### src/rtl/sem_pkg.sv
package sem_pkg;
  typedef enum logic [1:0] {
    SEM_FREE    = 2'd0,
    SEM_HELD_P0 = 2'd1,
    SEM_HELD_P1 = 2'd2
  } sem_state_t;

  typedef struct packed {
    logic take;  // write of 0: request
    logic drop;  // write of 1: release or withdraw
  } sem_req_t;
endpackage

### src/rtl/sem_port_decode.sv
module sem_port_decode #(
  parameter int N_FLAGS = 8,
  parameter int IDX_W   = 3
) (
  input  logic               mem_en,
  input  logic               sem_sel,
  input  logic               we,
  input  logic [IDX_W-1:0]   idx,
  input  logic               wbit,
  output logic [N_FLAGS-1:0] take,
  output logic [N_FLAGS-1:0] drop,
  output logic               rd_en
);
  logic acc;
  assign acc   = sem_sel && !mem_en;
  assign rd_en = acc && !we;

  for (genvar g = 0; g < N_FLAGS; g++) begin : g_dec
    logic hit;
    assign hit     = acc && we && (idx == IDX_W'(g));
    assign take[g] = hit && !wbit;
    assign drop[g] = hit && wbit;
  end
endmodule

### src/rtl/sem_flag_fsm.sv
module sem_flag_fsm
  import sem_pkg::*;
(
  input  logic     clk,
  input  logic     rst_n,
  input  sem_req_t r0,
  input  sem_req_t r1,
  output logic     held0,
  output logic     held1,
  output logic     waiting
);
  sem_state_t st_q, st_d;
  logic       wt_q, wt_d;

  always_comb begin
    st_d = st_q;
    wt_d = wt_q;
    unique case (st_q)
      SEM_FREE: begin
        if (r0.take) begin
          st_d = SEM_HELD_P0;
          wt_d = r1.take;           // port 0 wins a tie
        end else if (r1.take) begin
          st_d = SEM_HELD_P1;
          wt_d = 1'b0;
        end
      end
      SEM_HELD_P0: begin
        if (r0.drop) begin
          st_d = (r1.take || (wt_q && !r1.drop)) ? SEM_HELD_P1 : SEM_FREE;
          wt_d = 1'b0;
        end else if (r1.take) begin
          wt_d = 1'b1;
        end else if (r1.drop) begin
          wt_d = 1'b0;
        end
      end
      SEM_HELD_P1: begin
        if (r1.drop) begin
          st_d = (r0.take || (wt_q && !r0.drop)) ? SEM_HELD_P0 : SEM_FREE;
          wt_d = 1'b0;
        end else if (r0.take) begin
          wt_d = 1'b1;
        end else if (r0.drop) begin
          wt_d = 1'b0;
        end
      end
      default: begin
        st_d = SEM_FREE;
        wt_d = 1'b0;
      end
    endcase
  end

  always_ff @(posedge clk or negedge rst_n) begin
    if (!rst_n) begin
      st_q <= SEM_FREE;
      wt_q <= 1'b0;
    end else begin
      st_q <= st_d;
      wt_q <= wt_d;
    end
  end

  assign held0   = (st_q == SEM_HELD_P0);
  assign held1   = (st_q == SEM_HELD_P1);
  assign waiting = wt_q;
endmodule

### src/rtl/sem_read_port.sv
module sem_read_port #(
  parameter int N_FLAGS = 8,
  parameter int IDX_W   = 3,
  parameter int DATA_W  = 9
) (
  input  logic               clk,
  input  logic               rst_n,
  input  logic               rd_en,
  input  logic [IDX_W-1:0]   idx,
  input  logic [N_FLAGS-1:0] mine,
  output logic               rvalid,
  output logic [DATA_W-1:0]  rdata
);
  always_ff @(posedge clk or negedge rst_n) begin
    if (!rst_n) begin
      rvalid <= 1'b0;
      rdata  <= '0;
    end else begin
      rvalid <= rd_en;
      if (rd_en) rdata <= {DATA_W{!mine[idx]}};
    end
  end
endmodule

### src/rtl/hw_semaphore_bank.sv
module hw_semaphore_bank
  import sem_pkg::*;
#(
  parameter int N_FLAGS = 8,
  parameter int DATA_W  = 9,
  localparam int IDX_W  = (N_FLAGS > 1) ? $clog2(N_FLAGS) : 1
) (
  input  logic              clk,
  input  logic              rst_n,
  input  logic              p0_mem_en,
  input  logic              p0_sem_sel,
  input  logic              p0_we,
  input  logic [IDX_W-1:0]  p0_idx,
  input  logic              p0_wbit,
  output logic              p0_rvalid,
  output logic [DATA_W-1:0] p0_rdata,
  input  logic              p1_mem_en,
  input  logic              p1_sem_sel,
  input  logic              p1_we,
  input  logic [IDX_W-1:0]  p1_idx,
  input  logic              p1_wbit,
  output logic              p1_rvalid,
  output logic [DATA_W-1:0] p1_rdata
);
  logic [N_FLAGS-1:0] take0, drop0, take1, drop1;
  logic [N_FLAGS-1:0] held0_v, held1_v, wait_v;
  logic               rd0, rd1;

  sem_port_decode #(.N_FLAGS(N_FLAGS), .IDX_W(IDX_W)) u_dec0 (
    .mem_en(p0_mem_en), .sem_sel(p0_sem_sel), .we(p0_we), .idx(p0_idx),
    .wbit(p0_wbit), .take(take0), .drop(drop0), .rd_en(rd0)
  );
  sem_port_decode #(.N_FLAGS(N_FLAGS), .IDX_W(IDX_W)) u_dec1 (
    .mem_en(p1_mem_en), .sem_sel(p1_sem_sel), .we(p1_we), .idx(p1_idx),
    .wbit(p1_wbit), .take(take1), .drop(drop1), .rd_en(rd1)
  );

  for (genvar g = 0; g < N_FLAGS; g++) begin : g_flag
    sem_req_t q0, q1;
    assign q0 = '{take: take0[g], drop: drop0[g]};
    assign q1 = '{take: take1[g], drop: drop1[g]};
    sem_flag_fsm u_fsm (
      .clk(clk), .rst_n(rst_n), .r0(q0), .r1(q1),
      .held0(held0_v[g]), .held1(held1_v[g]), .waiting(wait_v[g])
    );
  end

  sem_read_port #(.N_FLAGS(N_FLAGS), .IDX_W(IDX_W), .DATA_W(DATA_W)) u_rd0 (
    .clk(clk), .rst_n(rst_n), .rd_en(rd0), .idx(p0_idx), .mine(held0_v),
    .rvalid(p0_rvalid), .rdata(p0_rdata)
  );
  sem_read_port #(.N_FLAGS(N_FLAGS), .IDX_W(IDX_W), .DATA_W(DATA_W)) u_rd1 (
    .clk(clk), .rst_n(rst_n), .rd_en(rd1), .idx(p1_idx), .mine(held1_v),
    .rvalid(p1_rvalid), .rdata(p1_rdata)
  );
endmodule

### config.mk
export PLATFORM = sky130hd
export DESIGN_NAME = hw_semaphore_bank
export DESIGN_NICKNAME = d
export VERILOG_FILES = /design/src/rtl/sem_pkg.sv /design/src/rtl/sem_port_decode.sv /design/src/rtl/sem_flag_fsm.sv /design/src/rtl/sem_read_port.sv /design/src/rtl/hw_semaphore_bank.sv
export SDC_FILE = /design/constraint.sdc
export NUM_CORES = 1
export LEC_CHECK = 0
export ABC_AREA = 1
export CORE_UTILIZATION = 30
export DETAILED_ROUTE_END_ITERATION = 10
export GPL_ROUTABILITY_DRIVEN = 0
export HOLD_SLACK_MARGIN = 0.03
export MAX_ROUTING_LAYER = met4
export PLACE_DENSITY_LB_ADDON = 0.15
export REMOVE_ABC_BUFFERS = 1
export SYNTH_ARGS = -nofsm -noshare
export SYNTH_HDL_FRONTEND = slang
export SYNTH_SLANG_ARGS = --single-unit
### constraint.sdc
create_clock -name clk -period 0.95 [get_ports clk]
set_input_delay 0.19 -clock clk [delete_from_list [all_inputs] [get_ports clk]]
set_output_delay 0.19 -clock clk [all_outputs]
set_load 0.02 [all_outputs]
# [After elaboration in Yosys (flattened, before gate mapping)]
# Index checks and enable logic that the tools add are counted.
[classes] n_reduce_logical=136 n_lt_le_gt_ge=2 mux=132 eq_ne=70
[op_table] cell="2-bit 2-to-1 mux" n=40
[op_table] cell="1-bit 2-to-1 mux" n=74
[op_table] cell="1-bit logical AND" n=70
[op_table] cell="4-bit by 1-bit != test with 1-bit output, second input constant" n=16
[op_table] cell="2-bit case mux with 3 select lines" n=8
[op_table] cell="3-bit AND reduction" n=16
[op_table] cell="2-bit by 1-bit != test with 1-bit output, second input constant" n=16
[op_table] cell="3-bit == test, second input constant" n=8
[op_table] cell="1-bit zero test" n=24
[op_table] cell="3-bit by 1-bit != test with 1-bit output, second input constant" n=8
[op_table] cell="1-bit case mux with 3 select lines" n=8
[op_table] cell="2-bit by 1-bit == test with 1-bit output, second input constant" n=8
[op_table] cell="2-bit == test, second input constant" n=8
[op_table] cell="2-bit zero test" n=8
[op_table] cell="1-bit logical OR" n=16
[op_table] cell="3-bit by 2-bit == test with 1-bit output, second input constant" n=4
[op_table] cell="3-bit by 4-bit < comparator with 1-bit output, second input constant" n=2
[op_table] cell="1-bit binary-select mux with 3-bit select" n=2
[op_table] cell="3-bit by 1-bit == test with 1-bit output, second input constant" n=2
[op_table] cell="3-bit zero test" n=2
[totals] ff_bits=28 output_inout_bits=20 in_bits=16 elab_cells=360

# [Logic depth before layout (Yosys ltp)]
# Gate-level depths: netlist of run 1.
[logic_depth] word_depth=11 ltp_mapped=9 depth_no_buf=9

# [Cells and area by module]
# A second synthesis of run 1 with hierarchy kept.
[hier_totals] cells_unflattened=448 area_unflattened_um2=2577.5
[by_module_without_submodules] module="sem_flag_fsm" area_each_um2=227.7 n_inst=8 cells_per_inst=39
[by_module_without_submodules] module="sem_read_port" area_each_um2=197.7 n_inst=2 cells_per_inst=31
[by_module_without_submodules] module="sem_port_decode" area_each_um2=180.2 n_inst=2 cells_per_inst=37

# [Worst setup path after synthesis of run 1]
# OpenSTA, ideal clock, no wires.
[synth_path] kind="input to register" startpoint="in p0_wbit" endpoint="reg g_flag[0].u_fsm.st_q[0]" arrival_time_ps=999 setup_slack_ps=-167 path_stages=9 n_path_buf=2 cell_sequence="buf_2 > inv_1 > buf_2 > nand2_1 > nand2_1 > nor2_1 > nor2_1 > nand2_1 > nand2_1"
[synth_between] elab_chain_len=7 elab_cells_between_ends=13 classes_between="eq/ne: 2; mux: 4; reduce/logical: 7"
[synth_rtl] element="start, declared" line="hw_semaphore_bank.sv:14" source="input logic p0_wbit,"
[synth_rtl] element="1-bit logical AND" line="sem_port_decode.sv:22" source="assign drop[g] = hit && wbit;"
[synth_rtl] element="1-bit zero test" line="sem_flag_fsm.sv:40" source="st_d = (r0.take || (wt_q && !r0.drop)) ? SEM_HELD_P0 : SEM_FREE;"
[synth_rtl] element="1-bit logical AND" line="sem_flag_fsm.sv:40"
[synth_rtl] element="1-bit logical OR" line="sem_flag_fsm.sv:40"
[synth_rtl] element="1-bit 2-to-1 mux" line="sem_flag_fsm.sv:40"
[synth_rtl] element="2-bit 2-to-1 mux" line="sem_flag_fsm.sv:39" source="if (r1.drop) begin"
[synth_rtl] element="2-bit case mux with 3 select lines" line="sem_flag_fsm.sv:18" source="unique case (st_q)"
[synth_rtl] element="end signal, assigned" line="sem_flag_fsm.sv:60" source="st_q <= st_d;"
[synth_rtl] element="end, declared" line="sem_flag_fsm.sv:12" source="sem_state_t st_q, st_d;"
# Several ways; a longest one is shown, not always the timed one. The select of a mux whose other input is x is not followed.
# A chain may end at the register's enable or synchronous reset.

# [Worst setup path after layout of run 1]
[layout_path] startpoint="reg, netlist name u_rd1.rdata[0]" endpoint="out p1_rdata[3]"
[layout_lines] element="end, declared" line="hw_semaphore_bank.sv:23" source="output logic [DATA_W-1:0] p1_rdata"
# No word-level cell between the ends.

==> metrics, run 1 <==
leak pwr 1.89 nW; GRT overflow 0; initial antenna violation count 0; Worst Path Required 760 ps; Max Cap Violations 0; share of cells above drive strength 1 0.516; I/O pin total 36; yosys warns 0; Nets 542; CTS Sinks 28; max-slew violations 0; main flop type after synthesis dfrtp_1; post-route clock skew around 2.1 ps; Final setup viols 46; most instantiated library cell after synthesis nand2_1; wire per inst 12.5 um; worst-path fanout max 6; most area-consuming cells after synthesis dfrtp_1 (27%), nand2_1 (21%), nand3_1 (12%), inv_1 (8.4%), nor2_1 (7.6%); Worst-path clk slew between 100 and 150 ps; vias 2987; Initial Util 0.311; failing checks setup timing; core area 0.00822 sq mm; Pwr Density 1550 mW/mm^2; EDFF count, synth 0; vias in the first global route 2902; H-tree depth 1; final worst setup slack -253 ps; VDD IR max 0.999 mV; die width 94.4 um; number of cell rows 33; CP Launch Type register; Iter 0 DRT Violations 136; Area Growth Syn to Fin 57.8%; Final Cycle Share 1.27; reg2reg path depth 6; vias per std cell 4.74; total chip power 6.27 mW; total CTS buffers 3; setup repair after global routing missed its margin true; GRT Resource Usage Total 0.189; CTS tree built; Die Area 0.00890 sq mm; synth cell count leaders nand2_1 (144), nand3_1 (60), inv_1 (57); Fin. Hold Viols 0; Fmax achieved 831 MHz; register bit total from synthesis 28; worst-margin pin slew 266 ps; DRT Pass-1 Iters 4; clk root buf clkbuf_8; status finished, violations left; syn avg cell area 5.86 sq um; Crit. End Element output pin; Hold Crit Class in -> async; Antenna Cells 0; largest net degree at the start of global routing 29; # port buffers 35; Remaining DRCs 0; CTS Buffer Depth 2; worst hold slack 252 ps; ys async rst share 1.00; Relative slew margins 0.822; Mapped Area approximately 0.0026 sq mm; final core occ 0.491; post-cts hold buffer count 0; Yosys top cell area share 0.274; most area-hungry cell type in the Yosys netlist dfrtp_1; HPWL after detailed placement 5.65 mm; Routed Antenna Nets 0; crit path DAT 1010 ps; post-synthesis cell count 437; first-pass GRT wire length 12.9 mm; worst skew pair latency 290 ps; Yosys cell types 21; crit path time final 1200 ps; Die Ht between 90 and 100 um; Post-Route WL around 7.8 mm; sequential area share after synthesis 0.274; Worst Setup Path Type reg -> out
## per-layer routing
metal | up-vias | GRT usage | share of wire
li1 | 1539 | - | -
met1 | 1394 | 0.234 | 0.46
met2 | 44 | 0.324 | 0.50
met3 | 10 | 0.0201 | 0.024
met4 | 0 | 0.0538 | 0.014
met5 | - | - | 0
## metrics by stage
| stage | setup TNS [ps] | std cells | setup WS, ps | cell area (sq um) |
|---|---|---|---|---|
| floorplan | -15800 | 418 | -835 | 2420 |
| global placement | -28230 | 613 | -864 | 3340 |
| detailed placement | -28570 | 613 | -845 | 3340 |
| CTS | -6670 | 626 | -263 | 3760 |
| global route | -9200 | 630 | -294 | 4040 |
| finish | -6520 | 630 | -253 | 4040 |
## sequential cells by signal (all words and copies together) (netlist names)
| signal | cells |
|---|---|
| g_flag.u_fsm.st_q | 16 |
| g_flag.u_fsm.waiting | 8 |
| u_rd0.rdata | 1 |
| u_rd0.rvalid | 1 |
| u_rd1.rdata | 1 |
| u_rd1.rvalid | 1 |
## where the power goes
group	switching, mW	leakage (nW)	total (mW)	internal, mW
Sequential	0.305	0.346	1.72	1.42
Clock	0.443	0.0288	0.816	0.373
Combinational	2.06	1.52	3.73	1.67
## cells by family (layout without fill, tap and decap cells)
kind of cell	Yosys count	count (layout)	synth area share
flip-flops	28	28	0.274
AO/OA/AOI/OAI	34	34	0.0694
buffers and inverters	78	166	0.140
AND/OR/NAND/NOR	297	297	0.516
## critical path: stages (launching register included)
cell     delay [ps]
dfrtp_2         450
buf_6           140
buf_6           130
## area by class of cell
cell class	instances	area (sq um)
Fill cell	836	4180
Multi-Input combinational cell	331	2030
Timing Repair Buffer	103	871
Sequential cell	28	711
Inverter	59	234
Tap cell	105	131
Clock buffer	4	55.1
## layout by cell type (no fill, tap or decap), drive strengths merged
cell type	n
nand3	63
nand3b	1
nand2	154
inv	58
nand4	3
nor2	72
clkbuf	4
a21oi	13
clkinv	1
or2	1
o2111ai	2
buf	98
o21ai	19
clkdlybuf4s50	1
clkdlybuf4s15	3
dlygate4sd2	1
dfrtp	28
nor3	3
## path summary, 6_finish.rpt
kind                                          from                      end  slack, ps
max in group asynchronous                    rst_n  g_flag[3].u_fsm.st_q[0]        520
max reg2reg                g_flag[6].u_fsm.st_q[1]           u_rd0.rdata[0]       -180
min reg2reg                g_flag[6].u_fsm.waiting  g_flag[6].u_fsm.waiting        530
min in group clk                             p0_we           u_rd0.rdata[0]        290
max                                 u_rd1.rdata[0]              p1_rdata[3]       -250
min                                          rst_n  g_flag[5].u_fsm.waiting        250
## timing repair
item | CTS | global route
buffers inserted | 10 | 5
resized for setup | 286 | 82
cloned | 0 | 0
pin swaps | 66 | 52
setup endpoints to repair | 48 | 46
No activity file was read; power rests on OpenSTA's default activity.
==> run 2, diff against run 1 <==
CORE_MARGIN = 1.5   (was unset)
==> run 2 against run 1 <==
Against the previous run: the flow still finishes with violations (setup timing); count of clock-buffer cells in the layout down 1; sequential cell count unchanged; sequential share of layout area decreased by 0.45 points; clock power fell by 12%; largest power group unchanged; combinational power is 5.6% higher; first-iteration DRC count fell by 5.9%; non-clock buffer count is 9 higher.
==> metrics, run 2 (synthesized netlist as in run 1, its figures left out) <==
status finished, violations left; GRT Resource Usage Total 0.193 (+0.00443); wire per inst 13.3 um (+6.8%); CTS tree built; CP peak stage delay 460 ps (about the same); most common cell after layout, fill and taps aside nand2_1; failing checks setup timing; Worst Setup Path Type reg -> out; FF+latch area 716 sq um (+0.70%); vias in the first global route 2897 (-0.17%); share of cells above drive strength 1 0.561 (+0.0448); Pwr Density 1540 mW/mm^2 (-1.0%); Antenna Cells 0 (unchanged); I/O pin total 36 (unchanged); # fillers 836 (unchanged); crit path time final 1200 ps (-1.19 ps); Iter 0 DRT Violations 128 (-5.9%); Inst Count DP 617 (+0.65%); DRT Pass-1 Iters 4 (unchanged); commonest non-fill, non-tap cells in the layout nand2_1 (90), buf_4 (65), nand3_1 (47); Worst path slowest cell dfrtp_2; CTS Buffer Depth 2 (unchanged); setup repair after global routing missed its margin true; Area Growth Syn to Fin 63.0%; CP Launch Type register; area taken by multi-input logic gates 0.00212 sq mm (+4.2%); VDD IR max 0.730 mV (-27%); Most flops, register g_flag.u_fsm.st_q; worst-path fanout max 6 (unchanged); vias 3083 (+3.2%); Routed Antenna Nets 0 (unchanged); GRT overflow 0 (unchanged); Final setup viols 46 (unchanged); largest net degree at the start of global routing 29 (unchanged); # port buffers 35 (unchanged); Fin. Hold Viols 0 (unchanged); Final Cycle Share 1.26 (about the same); Hold Crit Class in -> reg; final worst setup slack -252 ps (+1.19 ps); vias per std cell 4.83 (+1.9%); crit-path most repeated cell buf_6; H-tree depth 1 (unchanged); initial antenna violation count 0 (unchanged); Buf+Inv Stages, Crit Path 2 (unchanged); post-cts hold buffer count 0 (unchanged); HPWL after detailed placement 5.78 mm (+2.4%); max-slew violations 0 (unchanged); max reg flops 16 (unchanged); Max Cap Violations 0 (unchanged); total CTS buffers 3 (unchanged); core area 0.00826 sq mm (+0.50%); Finished Layout Cells 638 (+1.3%); Fmax achieved 832 MHz (about the same); die width 95.4 um (+1.1%); final core occ 0.505 (+0.0138); Crit. End Element output pin; worst skew pair latency 280 ps (about the same); Die Ht 95.4 um (+1.1%); Nets 551 (+1.7%); pre-CTS setup slack -850 ps (-5.11 ps); crit path DAT 1010 ps (about the same); Worst Path Required 760 ps (about the same); Post-Route WL 8.49 mm (+8.2%); Initial Util 0.310 (-0.00156); Worst-path clk slew 110 ps (about the same); Remaining DRCs 0 (unchanged); number of cell rows 33 (unchanged); cell family with most CP delay flip-flops; Relative slew margins 0.808 (-0.0145); worst-margin pin slew 289 ps (+22.8 ps); worst-path cell chain buf_6 -> buf_6; leak pwr 1.97 nW (+4.0%); CTS Sinks 28 (unchanged); setup TNS -6890 ps (-372 ps); clk root buf clkbuf_8; post-route clock skew 9.16 ps (+7.01 ps); first-pass GRT wire length 13.4 mm (+4.2%); total chip power 6.41 mW (+2.3%); Die Area 0.00909 sq mm (+2.1%)
## run 2: cell types whose count changed in the layout (fill, tap and decap cells not counted), moves of 6 or more
cell     before  now
nor2_1       29   23
buf_4        56   65
nor2_4       28   34
nand2_2      37   43
nand2_1     100   90
## run 2: metrics by stage
stage                     hold WS (ps)  cell area, sq um
final                              217              4170
after global routing               223              4170
after CTS                          217              3800
after detailed placement           483              3370
after global placement             489              3370
after floorplan                   -106              2420
## run 2: cell type report
type / instances / share of cell area
clock buffers: 3 / 0.00990
inverters: 59 / 0.0573
multi-input cells: 331 / 0.509
flip-flops and latches: 28 / 0.172
well taps: 105 / 0.0315
repair buffers: 112 / 0.221
## run 2: power breakdown
group / switching (mW) / internal, mW
logic: 2.19 / 1.75
registers: 0.326 / 1.42
clock network: 0.431 / 0.286
## run 2: tightest hold or removal path: cells and delay by family
kind	cells	cell delay, ps
AND/OR/NAND/NOR	1	50
buffers and inverters	2	230
## run 2: timing repair
action / in CTS / in global routing
gates resized for setup: 299 / 102
endpoints found under the setup margin: 47 / 46
setup buffers: 12 / 7
pin swaps: 67 / 58
## run 2: layer usage
metal  vias up  share of wire  track usage
met5         -              0            -
met4         0          0.022       0.0522
met3        16          0.036       0.0231
met2        70           0.50        0.331
met1      1444           0.45        0.239
li1       1553              -            -
## run 2: final timing paths
path | from | depth (start not counted) | slack [ps] | to
hold reg to reg | g_flag[5].u_fsm.waiting | 2 | 520 | g_flag[5].u_fsm.waiting
min in group asynchronous | rst_n | 2 | 260 | g_flag[6].u_fsm.waiting
setup reg to reg | g_flag[7].u_fsm.st_q[1] | 6 | -210 | g_flag[7].u_fsm.waiting
setup / recovery | u_rd0.rdata[0] | 2 | -250 | p0_rdata[3]
max in group asynchronous | rst_n | 2 | 500 | g_flag[5].u_fsm.st_q[0]
hold / removal | p0_we | 3 | 220 | u_rd0.rvalid
==> run 3, diff against run 2 <==
GPL_ROUTABILITY_DRIVEN = unset   (was 0)
==> run 3 against run 2 <==
Against the previous run: the flow still finishes with violations (setup timing); critical path type unchanged; count of clock-buffer cells in the layout rose by 1; critical path depth is the same; worst hold slack improved by 7.7 ps; largest cell class unchanged; fmax down 1.5%; setup slack lost 18 ps; critical endpoint is now p1_rdata[3].
==> metrics, run 3 (synthesized netlist as in run 1, its figures left out) <==
Fmax achieved 820 MHz (-1.5%); share of cells above drive strength 1 0.566 (+0.00531); CP Launch Type register; vias per std cell 4.75 (-1.6%); Hold Crit Class in -> reg; failing checks setup timing; wire per inst 13.6 um (+2.0%); VDD IR max 0.999 mV (+37%); CTS Buffer Depth 2 (unchanged); Most flops, register g_flag.u_fsm.st_q; met2 routed WL 4.33 mm (+2.8%); Remaining DRCs 0 (unchanged); Worst Setup Path Type reg -> out; Crit. End Element output pin; gpl congestion between 0.9 and 1; HPWL after detailed placement 5.94 mm (+2.6%); initial antenna violation count 0 (unchanged); Max Cap Violations 0 (unchanged); Antenna Cells 0 (unchanged); largest net degree at the start of global routing 29 (unchanged); Area Growth Syn to Fin 59.2%; setup repair after global routing missed its margin true; commonest non-fill, non-tap cells in the layout nand2_1 (85), buf_4 (61), nand2_2 (53); Fin. Hold Viols 0 (unchanged); core area 0.00826 sq mm (unchanged); most common cell after layout, fill and taps aside nand2_1; post-route clock skew 4.27 ps (-4.89 ps); cell family with most CP delay flip-flops; Relative slew margins 0.810 (+0.00275); Die Area 0.00909 sq mm (unchanged); Worst path slowest cell dfrtp_2; worst-margin pin slew 285 ps (-4.12 ps); Die Ht 95.4 um (unchanged); worst-path fanout max 6 (unchanged); H-tree depth 1 (unchanged); Nets 545 (-1.1%); total CTS buffers 3 (unchanged); CTS Sinks 28 (unchanged); Finished Layout Cells 633 (-0.78%); placed cell area 0.00333 sq mm (-1.1%); Final Cycle Share 1.28 (+0.0189); status finished, violations left; clk root buf clkbuf_8; GRT Resource Usage Total 0.196 (+0.00303); final worst setup slack -270 ps (-18.0 ps); Pwr Density 1540 mW/mm^2 (+0.12%); I/O pin total 36 (unchanged); crit path time final 1220 ps (+18.0 ps); max-slew violations 0 (unchanged); met3 WL post-DR 239 um (-22%); leak pwr 1.93 nW (-2.1%); Buf+Inv Stages, Crit Path 2 (unchanged); final core occ 0.493 (-0.0117); worst skew pair latency 290 ps (about the same); # port buffers 35 (unchanged); GRT overflow 0 (unchanged); vias in the first global route 2957 (+2.1%); CP peak stage delay 460 ps (about the same); Post-Route WL 8.59 mm (+1.2%); Final setup viols 46 (unchanged); Initial Util 0.310 (unchanged); crit path DAT 1030 ps (+20 ps); wire length on met1 3.85 mm (+1.9%); first-pass GRT wire length 13.5 mm (+0.82%); design area 0.00407 sq mm (-2.3%); Inst Count DP 612 (-0.81%); crit-path most repeated cell buf_6; Routed Antenna Nets 0 (unchanged); die width 95.4 um (unchanged); DRT Pass-1 Iters 4 (unchanged); max reg flops 16 (unchanged); Worst-path clk slew 110 ps (about the same); number of cell rows 33 (unchanged); CTS tree built; pre-CTS setup slack -878 ps (-27.7 ps); # fillers 872 (+4.3%); highest metal used met4; Worst Path Required 760 ps (about the same); worst-path cell chain buf_6 -> buf_6; vias 3009 (-2.4%); setup TNS -7250 ps (-361 ps); Iter 0 DRT Violations 94 (-27%)
-- run 3: final timing paths --
kind / to / slack [ps] / start / cells past startpoint
min in group asynchronous: g_flag[6].u_fsm.st_q[0] / 250 / rst_n / 2
max in group asynchronous: g_flag[4].u_fsm.st_q[0] / 500 / rst_n / 2
worst min register to register: g_flag[7].u_fsm.waiting / 520 / g_flag[7].u_fsm.waiting / 2
worst min-delay path: u_rd0.rvalid / 220 / p0_we / 3
worst max-delay path: p1_rdata[3] / -270 / u_rd1.rdata[0] / 2
worst max register to register: g_flag[3].u_fsm.waiting / -200 / g_flag[3].u_fsm.st_q[0] / 6
-- run 3: stage by stage --
stage	power (mW)	hold WS (ps)
finish	6.27	224
global route	6.72	227
CTS	5.71	213
detailed placement	4.43	486
global placement	4.44	484
floorplan	3.22	-106
-- run 3: area by class of cell --
| type | count | area (sq um) | share of cell area |
|---|---|---|---|
| Timing Repair Buffer | 106 | 870 | 0.213 |
| Tap cell | 105 | 131 | 0.0322 |
| Clock buffer | 4 | 55.1 | 0.0135 |
| Inverter | 59 | 231 | 0.0568 |
| Multi-Input combinational cell | 331 | 2070 | 0.509 |
| Sequential cell | 28 | 712 | 0.175 |
-- run 3: worst reg2reg max path: cells and delay by family, from the launching register on --
family                 cells  cell delay [ps]
DFF                        1              480
and+or+nand+nor            4              350
AOI/OAI and AO/OA          1              140
buffers and inverters      1              140
-- run 3: where the power goes --
part	internal [mW]	switching [mW]	leakage [nW]	total, mW
Sequential	1.42	0.318	0.344	1.73
Combinational	1.61	2.10	1.55	3.71
Clock	0.374	0.448	0.0288	0.822
Total	3.40	2.87	1.93	6.27
-- run 3: metal layers --
metal / track usage / vias to the layer above
met5: - / -
met4: 0.0547 / 0
met3: 0.0303 / 16
met2: 0.326 / 53
met1: 0.246 / 1401
li1: - / 1539
-- run 3: timing repair --
| item | 4_1_cts | 5_1_grt |
|---|---|---|
| cloned | 1 | 0 |
| setup endpoints to repair | 47 | 46 |
| resized for setup | 289 | 100 |
| setup buffers | 11 | 6 |
| pin swaps | 65 | 45 |
| hold buffers | 0 | 0 |
